[src/rtl/arb_pkg.sv]
package arb_pkg;
   typedef enum logic {ST_PARK, ST_ARB} arb_st_e;
endpackage

[src/rtl/rr_pick.sv]
module rr_pick #(
   parameter int N = 2,
   localparam int IW = (N > 1) ? $clog2(N) : 1
) (
   input  logic [N-1:0]  req,
   input  logic [IW-1:0] cur,
   output logic [IW-1:0] win
);
   // first requester after cur, wrapping; cur itself is searched last
   always_comb begin
      int   idx;
      logic found;
      win   = cur;
      found = 1'b0;
      for (int k = 1; k <= N; k++) begin
         idx = int'(cur) + k;
         if (idx >= N) idx = idx - N;
         if (req[idx] && !found) begin
            win   = IW'(idx);
            found = 1'b1;
         end
      end
   end
endmodule

[src/rtl/park_arb.sv]
module park_arb
   import arb_pkg::*;
#(
   parameter int N           = 2,
   parameter int ARB_LAT     = 2,
   parameter int RESET_OWNER = 0,
   localparam int IW = (N > 1) ? $clog2(N) : 1
) (
   input  logic          clk,
   input  logic          rst_n,
   input  logic [N-1:0]  req,
   output logic [N-1:0]  gnt,
   output logic [IW-1:0] owner_o,
   output logic          locked_o
);
   localparam int CW = (ARB_LAT > 2) ? $clog2(ARB_LAT - 1) : 1;

   if (N < 2) begin : g_bad_n
      $error("park_arb: N must be at least 2");
   end
   if (ARB_LAT < 1) begin : g_bad_lat
      $error("park_arb: ARB_LAT must be at least 1");
   end
   if (RESET_OWNER >= N) begin : g_bad_owner
      $error("park_arb: RESET_OWNER out of range");
   end

   arb_st_e       st;
   logic [IW-1:0] owner, win, pick;
   logic          locked, won;
   logic [N-1:0]  own_mask;
   logic          others, own_go, start, arb_end;

   assign own_mask = {{(N-1){1'b0}}, 1'b1} << owner;
   assign others   = |(req & ~own_mask);
   assign own_go   = rst_n && (st == ST_PARK) && req[owner] && (locked || won || !others);
   assign start    = (st == ST_PARK) && !own_go && others;
   assign gnt      = own_go ? own_mask : '0;
   assign owner_o  = owner;
   assign locked_o = locked;

   rr_pick #(.N(N)) u_pick (.req(req), .cur(owner), .win(pick));

   if (ARB_LAT > 1) begin : g_count
      logic [CW-1:0] cnt;
      always_ff @(posedge clk) begin
         if (!rst_n)                          cnt <= '0;
         else if (start)                      cnt <= CW'(ARB_LAT - 2);
         else if (st == ST_ARB && cnt != '0)  cnt <= cnt - 1'b1;
      end
      assign arb_end = (st == ST_ARB) && (cnt == '0);
   end else begin : g_direct
      assign arb_end = 1'b0;
   end

   always_ff @(posedge clk) begin
      if (!rst_n) begin
         st     <= ST_PARK;
         owner  <= IW'(RESET_OWNER);
         win    <= IW'(RESET_OWNER);
         locked <= 1'b0;
         won    <= 1'b0;
      end else begin
         locked <= own_go;
         won    <= 1'b0;
         case (st)
            ST_PARK: begin
               if (start) begin
                  win <= pick;
                  if (ARB_LAT == 1) begin
                     owner <= pick;
                     won   <= 1'b1;
                  end else begin
                     st <= ST_ARB;
                  end
               end
            end
            ST_ARB: begin
               if (arb_end) begin
                  owner <= win;
                  won   <= 1'b1;
                  st    <= ST_PARK;
               end
            end
            default: st <= ST_PARK;
         endcase
      end
   end

   // one grant at most
   assert_onehot_grant_R2: assert property (@(posedge clk) disable iff (!rst_n)
      $onehot0(gnt));
   // a grant that is still requested does not move
   assert_grant_hold_R6: assert property (@(posedge clk) disable iff (!rst_n)
      (|gnt) |=> (((req & $past(gnt)) == '0) || (gnt == $past(gnt))));
   // with nothing requested the parked owner stays put
   assert_parked_R3: assert property (@(posedge clk) disable iff (!rst_n)
      (st == ST_PARK && !(|req)) |=> $stable(owner));
   if (ARB_LAT > 1) begin : g_lat_chk
      // ownership only moves at the end of an arbitration
      assert_move_after_arb_R4: assert property (@(posedge clk) disable iff (!rst_n)
         !$stable(owner) |-> ($past(st) == ST_ARB));
   end
endmodule

[src/rtl/xing_guard.sv]
module xing_guard #(
   parameter int NS = 2,
   localparam int IW = $clog2(NS + 1)
) (
   input  logic          clk,
   input  logic          rst_n,
   input  logic          ext_req,
   input  logic [IW-1:0] owner,
   input  logic          locked,
   input  logic [NS-1:0] outbound,
   output logic          ext_pass,
   output logic          berr
);
   logic [NS:0] ob_ext;
   logic        conflict, abort;

   // the external slot carries no outbound flag
   assign ob_ext   = {1'b0, outbound};
   assign conflict = ext_req && locked && ob_ext[owner];
   assign berr     = conflict && !abort;
   assign ext_pass = ext_req && !conflict && !abort;

   always_ff @(posedge clk) begin
      if (!rst_n)        abort <= 1'b0;
      else if (!ext_req) abort <= 1'b0;
      else if (conflict) abort <= 1'b1;
   end

   // the error pulse lasts one cycle
   assert_berr_single_R7: assert property (@(posedge clk) disable iff (!rst_n)
      berr |=> !berr);
   // an aborted access stays blocked while still requested
   assert_abort_blocks_R8: assert property (@(posedge clk) disable iff (!rst_n)
      (berr && ext_req) |=> (!ext_pass || !$past(ext_req)));
endmodule

[src/rtl/shared_res_arbiter.sv]
module shared_res_arbiter #(
   parameter int NUM_SITES = 2,
   parameter int ARB_LAT   = 2
) (
   input  logic                 clk,
   input  logic                 rst_n,
   input  logic [NUM_SITES-1:0] fifo_req,
   output logic [NUM_SITES-1:0] fifo_gnt,
   input  logic [NUM_SITES:0]   ram_req,
   input  logic [NUM_SITES-1:0] ram_outbound,
   output logic [NUM_SITES:0]   ram_gnt,
   output logic                 ext_berr
);
   localparam int FW  = $clog2(NUM_SITES);
   localparam int RW  = $clog2(NUM_SITES + 1);
   localparam int EXT = NUM_SITES;

   if (NUM_SITES < 2) begin : g_bad_sites
      $error("shared_res_arbiter: NUM_SITES must be at least 2");
   end

   logic [FW-1:0]      fifo_owner;
   logic               fifo_locked;
   logic [RW-1:0]      ram_owner;
   logic               ram_locked;
   logic               ext_pass;
   logic [NUM_SITES:0] ram_req_eff;

   park_arb #(.N(NUM_SITES), .ARB_LAT(ARB_LAT), .RESET_OWNER(0)) u_fifo_arb (
      .clk(clk), .rst_n(rst_n), .req(fifo_req), .gnt(fifo_gnt),
      .owner_o(fifo_owner), .locked_o(fifo_locked));

   xing_guard #(.NS(NUM_SITES)) u_guard (
      .clk(clk), .rst_n(rst_n), .ext_req(ram_req[EXT]), .owner(ram_owner),
      .locked(ram_locked), .outbound(ram_outbound), .ext_pass(ext_pass),
      .berr(ext_berr));

   assign ram_req_eff = {ext_pass, ram_req[NUM_SITES-1:0]};

   park_arb #(.N(NUM_SITES + 1), .ARB_LAT(ARB_LAT), .RESET_OWNER(0)) u_ram_arb (
      .clk(clk), .rst_n(rst_n), .req(ram_req_eff), .gnt(ram_gnt),
      .owner_o(ram_owner), .locked_o(ram_locked));

   // the aborted master is never granted in the error cycle
   assert_no_grant_on_berr_R7: assert property (@(posedge clk) disable iff (!rst_n)
      ext_berr |-> !ram_gnt[EXT]);
   // nor in the cycle after
   assert_no_grant_after_berr_R8: assert property (@(posedge clk) disable iff (!rst_n)
      ext_berr |=> !ram_gnt[EXT]);
   // a FIFO owner in its cycle keeps the grant
   assert_fifo_hold_R6: assert property (@(posedge clk) disable iff (!rst_n)
      (fifo_locked && fifo_req[fifo_owner]) |-> fifo_gnt[fifo_owner]);
endmodule

[config.mk]
export PLATFORM = sky130hd
export DESIGN_NAME = shared_res_arbiter
export DESIGN_NICKNAME = d
export VERILOG_FILES = /design/src/rtl/arb_pkg.sv /design/src/rtl/rr_pick.sv /design/src/rtl/park_arb.sv /design/src/rtl/xing_guard.sv /design/src/rtl/shared_res_arbiter.sv
export SDC_FILE = /design/constraint.sdc
export NUM_CORES = 1
export LEC_CHECK = 0
export ABC_AREA = 1
export BUFFER_PORTS_ARGS = -buffer_cell sky130_fd_sc_hd__buf_2
export CAP_MARGIN = 20
export CORE_MARGIN = 5
export CORE_UTILIZATION = 55
export CTS_CLUSTER_SIZE = 8
export DETAILED_ROUTE_END_ITERATION = 10
export PLACE_DENSITY = 0.88
export SLEW_MARGIN = 0
export SYNTH_ARGS = -nofsm -noshare
export SYNTH_HDL_FRONTEND = slang
export SYNTH_HIERARCHICAL = 1
export SYNTH_SLANG_ARGS = --single-unit
export TNS_END_PERCENT = 30
[constraint.sdc]
create_clock -name clk -period 2.4 [get_ports clk]
set_clock_uncertainty 0.05 [all_clocks]
set_input_delay 0.12 -clock clk [delete_from_list [all_inputs] [get_ports clk]]
set_output_delay 0.12 -clock clk [all_outputs]
set_load 0.005 [all_outputs]
==> results.txt, run 1 <==
----------------------------------------------------
[Cells and area]
  Area growth, synth to finish ... 12.55%
  Antenna diode instance count ... 0
  Fin cells ... 196
  Proportion of layout cells with a drive suffix above 1 ... 30.41%
  Final instance area ... between 1000 and 1500 um^2
  Final Util ... 65.65%
  NumNets Final ... 184

[Critical path]
  Worst-path maximum fanout ... 9
  Required time at the worst-slack endpoint ... 2.23 ns
  Critical path launch point type ... flip-flop
  Critical path endpoint category ... output port
  Start-to-end type of the worst setup path ... reg2out
  Worst Path Arrival ... 2.04 ns

[Placed design]
  Total placed instance area ... around 1100 um^2
  I/O Buffers ... 14
  Final HPWL from detailed placement ... 1655 um
  Routability-driven placement congestion ratio ... 0.8281
  Cell count after placement ... 192
  Worst setup timing slack at the placement stage ... between 0.3 and 0.4 ns

[Synth]
  Synthesized cell area ... between 1000 and 1500 um^2
  Post-synthesis area per instance ... 6.583 um^2
  #FFs+latches synth ... 15
  Leading cell types by total area after synthesis ... dfxtp_1 (30%), nand2_1 (13%), nand3_1 (7.5%)
  Sequential fraction of the synthesis area ... between 20% and 30%
  Largest area contributor in the synthesized netlist ... dfxtp_1
  EDFF count, synth ... 0
  Prevailing post-synth register cell ... dfxtp_1
  Proportion of register bits with asynchronous set or reset after synthesis ... 0%
  Library cell with the highest instance count after synthesis ... nand2_1
  Most used standard cells in the synthesized netlist ... nand2_1 (34), inv_1 (18), nor2_1 (16)
  Count of mapped cells out of synthesis ... approximately 150
  Count of unique library cells instantiated by Yosys ... 24
  Syn. warnings ... 6
  Post-synthesis net count ... between 150 and 200
  Top cell type's share of synthesized area ... 29.81%

[Die]
  Row cnt ... 15
  Starting utilization of the core area ... 58.33%
  I/O pin count ... 15
  Standard cell core area ... ~1700 um^2
  Die area ... 2787 um^2
  Die boundary height ... 52.80 um
  Width of the die ... around 53 um

[Run status]
  Status ... complete, no violations

[Power]
  Clock network power share ... 18.0%
  Power density over the cells ... between 700 and 800 nW/um^2
  Pwr Total ... 0.7947 mW
  Net switching power of the design ... 0.3253 mW
  Cell internal pwr ... between 0.4 and 0.5 mW
  Sequential Power Share ... about two fifths
  Switching share of total power ... 40.94%
  Maximum VDD drop ... 0.0005474 V
  Comb pwr share ... 43.0%
  Lkg Pwr ... 0.5959 nW

[Timing]
  Clock period minus final worst setup slack ... roughly 2.2 ns
  Period utilization ... roughly nine tenths
  Max Slew Vio Count ... 0
  Final Hold Violating Endpoints ... 0
  Measured slew at the worst slew-check pin ... 0.3716 ns
  Worst Hold Slack ... 0.04208 ns
  Worst setup margin ... 0.1926 ns
  Setup violations, final ... 0
  Max_slew headroom ... 75.23%
  Aggregate negative setup slack ... 0 ns
  Max frequency ... 453.0 MHz
  Setup repair after global routing missed its margin ... false

[Clock network]
  Clock latency reported for the late side of the worst-skew pair ... 0.28 ns
  CTS Buf Count ... 3
  Clk Tree Root Cell ... clkbuf_4
  Number of H-tree levels ... 1
  Total of hold buffers inserted after clock tree synthesis ... 0
  Maximum number of buffers from clock root to sink ... 2
  Clock-pin slew on the worst setup and hold paths ... 0.09 ns
  TritonCTS sink count ... 15
  TritonCTS clock tree ... built

[GRT]
  Total Routing Usage GR ... 17.28%
  Wire length of the first global-routing pass ... 3684 um
  Number of global-route vias before repair ... between 900 and 1000
  Total congestion overflow after global routing ... 0
  Pin count of the biggest net entering global routing ... 11
  Antenna violations before repair ... 0

[Job]
  Number of maximum-capacitance violations ... 0

[Min path]
  Kind of path behind the tightest hold check ... in2reg

[Detailed routing]
  Via density per instance ... 5.061
  Wirelength per Cell ... between 10 and 15 um
  Via total after detailed routing ... between 900 and 1000
  DRC Markers ... 0
  Length of the first detailed-routing pass in iterations ... 4
  Residual antenna-violating net count after detailed routing ... 0
  Aggregate routed wire length ... 2077 um
  DRC violation total after the first TritonRoute iteration ... 31

----------------------------------------------------
[final timing paths]
check	from	to	slack [ns]	depth (start not counted)
worst max-delay path	u_ram_arb/owner_o[0]	ram_gnt[0]	0.19	13
worst max register to register	u_ram_arb/owner_o[0]	u_ram_arb/win[1]	0.29	13
worst min register to register	u_ram_arb/g_count.cnt	u_ram_arb/st	0.43	2
worst min-delay path	ram_req[2]	u_guard/abort	0.04	3
[final cells by class]
cell class	instances	area, um^2
Timing Repair Buffer	15	77.57
Multi-Input combinational cell	109	586.8
Tap cell	25	31.28
Fill cell	156	593.1
Clock buffer	4	26.28
Inverter	28	111.4
Sequential cell	15	300.3
[worst max-delay path: stages, from the launching register on]
cell	delay (ns)
dfxtp_1	0.50
inv_1	0.07
nand2_1	0.06
nand2_1	0.06
nand2_2	0.08
nand2_1	0.07
nor2_2	0.20
nand3_1	0.13
nand3_1	0.10
nand2_1	0.06
inv_2	0.06
nand2_4	0.08
nor3_1	0.16
buf_2	0.14
[timing repair]
action,in CTS,in global routing
resized for setup,0,1
setup buffers,0,0
endpoints found under the setup margin,0,2
endpoints found under the hold margin,0,0
[power by group through the flow]
stage / Combinational, mW / Clock, mW / Sequential, mW
after floorplan: 0.281 / 0 / 0.311
after global placement: 0.325 / 0 / 0.312
after detailed placement: 0.336 / 0 / 0.315
after CTS: 0.338 / 0.147 / 0.309
after global routing: 0.387 / 0.158 / 0.315
final: 0.342 / 0.143 / 0.310
[cell families after synthesis]
family | after synthesis | share of synthesized area [%]
fa+ha+maj | 3 | 3.727
simple gates | 90 | 45.09
compound gates | 15 | 8.323
xor+xnor | 1 | 0.8697
buf+inv | 29 | 12.17
flops | 15 | 29.81
[per-layer routing]
layer  wire length [um]  part of all wire, %  up-vias  GRT usage [%]
met2               1030                   50       35          30.37
met4                 17                 0.82        0          7.234
met5                  0                    0        -              0
li1                   -                    -      513              -
met1                899                   43      440          19.18
met3                130                  6.3        4          4.843
[placed cells by master, fill, tap and decap left out, drive strengths merged]
master and n:
nor3 1, o211ai 2, nand3 18, ha 3
dfxtp 15, nand4 1, inv 27, xor2 1
clkbuf 4, clkinv 1, and3 1, o21ai 4
nor2 20, nand2 49, buf 15, a21oi 9
Power figures use the tool's default switching activity.
==> inputs of run 2 (changes only) <==
--- a/config.mk
+++ b/config.mk
@@ -6,7 +6,8 @@
 export NUM_CORES = 1
 export LEC_CHECK = 0
 export ABC_AREA = 1
-export BUFFER_PORTS_ARGS = -buffer_cell sky130_fd_sc_hd__buf_2
+export ABC_CLOCK_PERIOD_IN_PS = 2400
+export BUFFER_PORTS_ARGS = -buffer_cell sky130_fd_sc_hd__clkbuf_2
 export CAP_MARGIN = 20
 export CORE_MARGIN = 5
 export CORE_UTILIZATION = 55
==> run 2 against run 1 <==
Net effect:
- hold slack lost 0.0093 ns
- first-iteration DRC count fell by 52%
- sequential power about the same
- global-route usage grew 0.42 points
- core utilization is 0.073 points lower
- maximum frequency is 1.1% lower
- critical path type unchanged
- via count fell by 2.8%
- critical endpoint unchanged
- count of clock-buffer cells in the layout stayed put
- power fell by 0.69%
- die area did not move
- highest routed layer is now met3
- combinational power is essentially flat
==> results.txt, run 2 (synthesis gave the netlist of run 1 again) <==
----------------------------------------------------
[Cells and area]
  Number of fill cells ... 173
  Antenna diode instance count ... 0
  Most common cell after layout, fill and taps aside ... nand2_1
  Fin cells ... 196
  Top library cells by usage in the layout, fill and taps aside ... nand2_1 (34), inv_1 (18), nor2_1 (16), nand3_1 (15)
  Proportion of layout cells with a drive suffix above 1 ... between 30% and 40%
  NumNets Final ... 184
  Area taken by multi-input logic gates ... just under 600 um^2
  Area growth, synth to finish ... 12.42%
  Final Util ... about two thirds
  Area taken by flip-flops and latches ... slightly above 300 um^2

[Clock network]
  TritonCTS clock tree ... built
  Number of H-tree levels ... 1
  CTS Buf Count ... 3
  Clock latency reported for the late side of the worst-skew pair ... 0.28 ns
  TritonCTS sink count ... 15
  Maximum number of buffers from clock root to sink ... 2
  Total of hold buffers inserted after clock tree synthesis ... 0
  Clock-pin slew on the worst setup and hold paths ... 0.08 ns
  Buffers inserted by post-CTS timing repair ... 0
  Clk Tree Root Cell ... clkbuf_4
  Post-CTS Resized ... 0

[Critical path]
  Worst-path maximum fanout ... 9
  Worst Path Arrival ... 2.06 ns
  Start-to-end type of the worst setup path ... reg2out
  Maximum cell stage delay along the critical path ... 0.52 ns
  Critical path launch point type ... flip-flop
  Required time at the worst-slack endpoint ... 2.23 ns
  Cell with the largest stage delay on the worst path ... dfxtp_1
  Critical path endpoint category ... output port
  Ordered cell list for the critical path ... nor2_2 -> nand2_2 -> nand2_1 -> nor2_1 -> nand3_1 -> nand3_1 -> nand2_1 -> inv_2 -> nand2_4 -> nor3_1 -> clkbuf_2

[Detailed routing]
  DRC Markers ... 0
  Length of the first detailed-routing pass in iterations ... 4
  Residual antenna-violating net count after detailed routing ... 0
  Aggregate routed wire length ... 2059 um
  Via density per instance ... 4.918
  DRC violation total after the first TritonRoute iteration ... 15
  Via total after detailed routing ... 964
  Wirelength per Cell ... around 11 um

[GRT]
  Wire length of the first global-routing pass ... ~3700 um
  Pin count of the biggest net entering global routing ... 11
  Met3 GRT Util ... ~5.4%
  Total congestion overflow after global routing ... 0
  Antenna violations before repair ... 0
  Met2 Use GR ... 30.37%
  Total Routing Usage GR ... 17.70%
  Global Route met1 Usage ... roughly a fifth
  Layer carrying the most global-route usage ... met2
  Number of global-route vias before repair ... 925

[Job]
  Number of maximum-capacitance violations ... 0

[Run status]
  Status ... complete, no violations

[Die]
  Die boundary height ... between 50 and 60 um
  Row cnt ... 15
  I/O pin count ... 15
  Width of the die ... 52.80 um
  Standard cell core area ... 1727 um^2
  Starting utilization of the core area ... 58.33%
  Die area ... 2787 um^2

[Timing]
  Setup violations, final ... 0
  Period utilization ... 93.00%
  Setup repair after global routing missed its margin ... false
  Max_slew headroom ... 75.47%
  Aggregate negative setup slack ... 0 ns
  Worst setup margin ... 0.1679 ns
  Max frequency ... 448.0 MHz
  Measured slew at the worst slew-check pin ... 0.3679 ns
  Clock period minus final worst setup slack ... approximately 2.2 ns
  Final Hold Violating Endpoints ... 0
  Max Slew Vio Count ... 0

[Placed design]
  Worst setup timing slack at the placement stage ... 0.2997 ns
  Cell count after placement ... 192
  Routability-driven placement congestion ratio ... just over 0.8
  Final HPWL from detailed placement ... 1662 um
  I/O Buffers ... 14

[Power]
  Power density over the cells ... 697.0 nW/um^2
  Lkg Pwr ... 0.5926 nW
  Maximum VDD drop ... 0.0003974 V
  Pwr Total ... 0.7893 mW

[Min path]
  Kind of path behind the tightest hold check ... in2reg

----------------------------------------------------
==> run 2: cell types whose count changed in the layout (fill, tap and decap cells not counted), sizes merged <==
cell	change
buf	-14
clkbuf	+14
==> run 2: stage by stage <==
step           hold slack [ns]  cell area (um^2)
2_1_floorplan           0.1907              1007
6_report               0.03274              1132
3_5_place_dp            0.3256              1105
3_3_place_gp            0.3245              1105
4_1_cts                0.02321              1131
5_1_grt                0.02167              1132
==> run 2: critical path, delay by kind of cell (launching register included) <==
kind                   cells  cell delay (ns)
and+or+nand+nor            9             1.06
DFF                        1             0.52
buffers and inverters      2             0.21
==> run 2: where the power goes <==
| group | switching (mW) | internal, mW | leakage, nW |
|---|---|---|---|
| Sequential | 0.0298 | 0.281 | 0.123 |
| Combinational | 0.216 | 0.125 | 0.454 |
| Clock | 0.0737 | 0.0645 | 0.0150 |
==> run 2: path summary, 6_finish.rpt <==
path | from | slack (ns) | endpoint | depth (start not counted)
max reg2reg | u_ram_arb/owner_o[1] | 0.31 | u_ram_arb/win[1] | 13
min | ram_req[2] | 0.03 | u_guard/abort | 3
max | u_ram_arb/owner_o[1] | 0.17 | ram_gnt[0] | 11
min reg2reg | u_fifo_arb/g_count.cnt | 0.42 | u_fifo_arb/g_count.cnt | 2
==> run 2: final cells by class <==
cell class | instances | share of cell area [%]
Inverter | 28 | 9.834
Sequential cell | 15 | 26.63
Clock buffer | 4 | 2.320
Timing Repair Buffer | 15 | 6.851
Tap cell | 25 | 2.762
Multi-Input combinational cell | 109 | 51.60
==> run 2: layer usage <==
| metal | wire (um) | part of all wire (%) | vias up |
|---|---|---|---|
| met5 | 0 | 0 | - |
| met4 | 0 | 0 | 0 |
| met3 | 132 | 6.4 | 0 |
| met1 | 908 | 44 | 421 |
| li1 | - | - | 511 |
| met2 | 1019 | 49 | 32 |
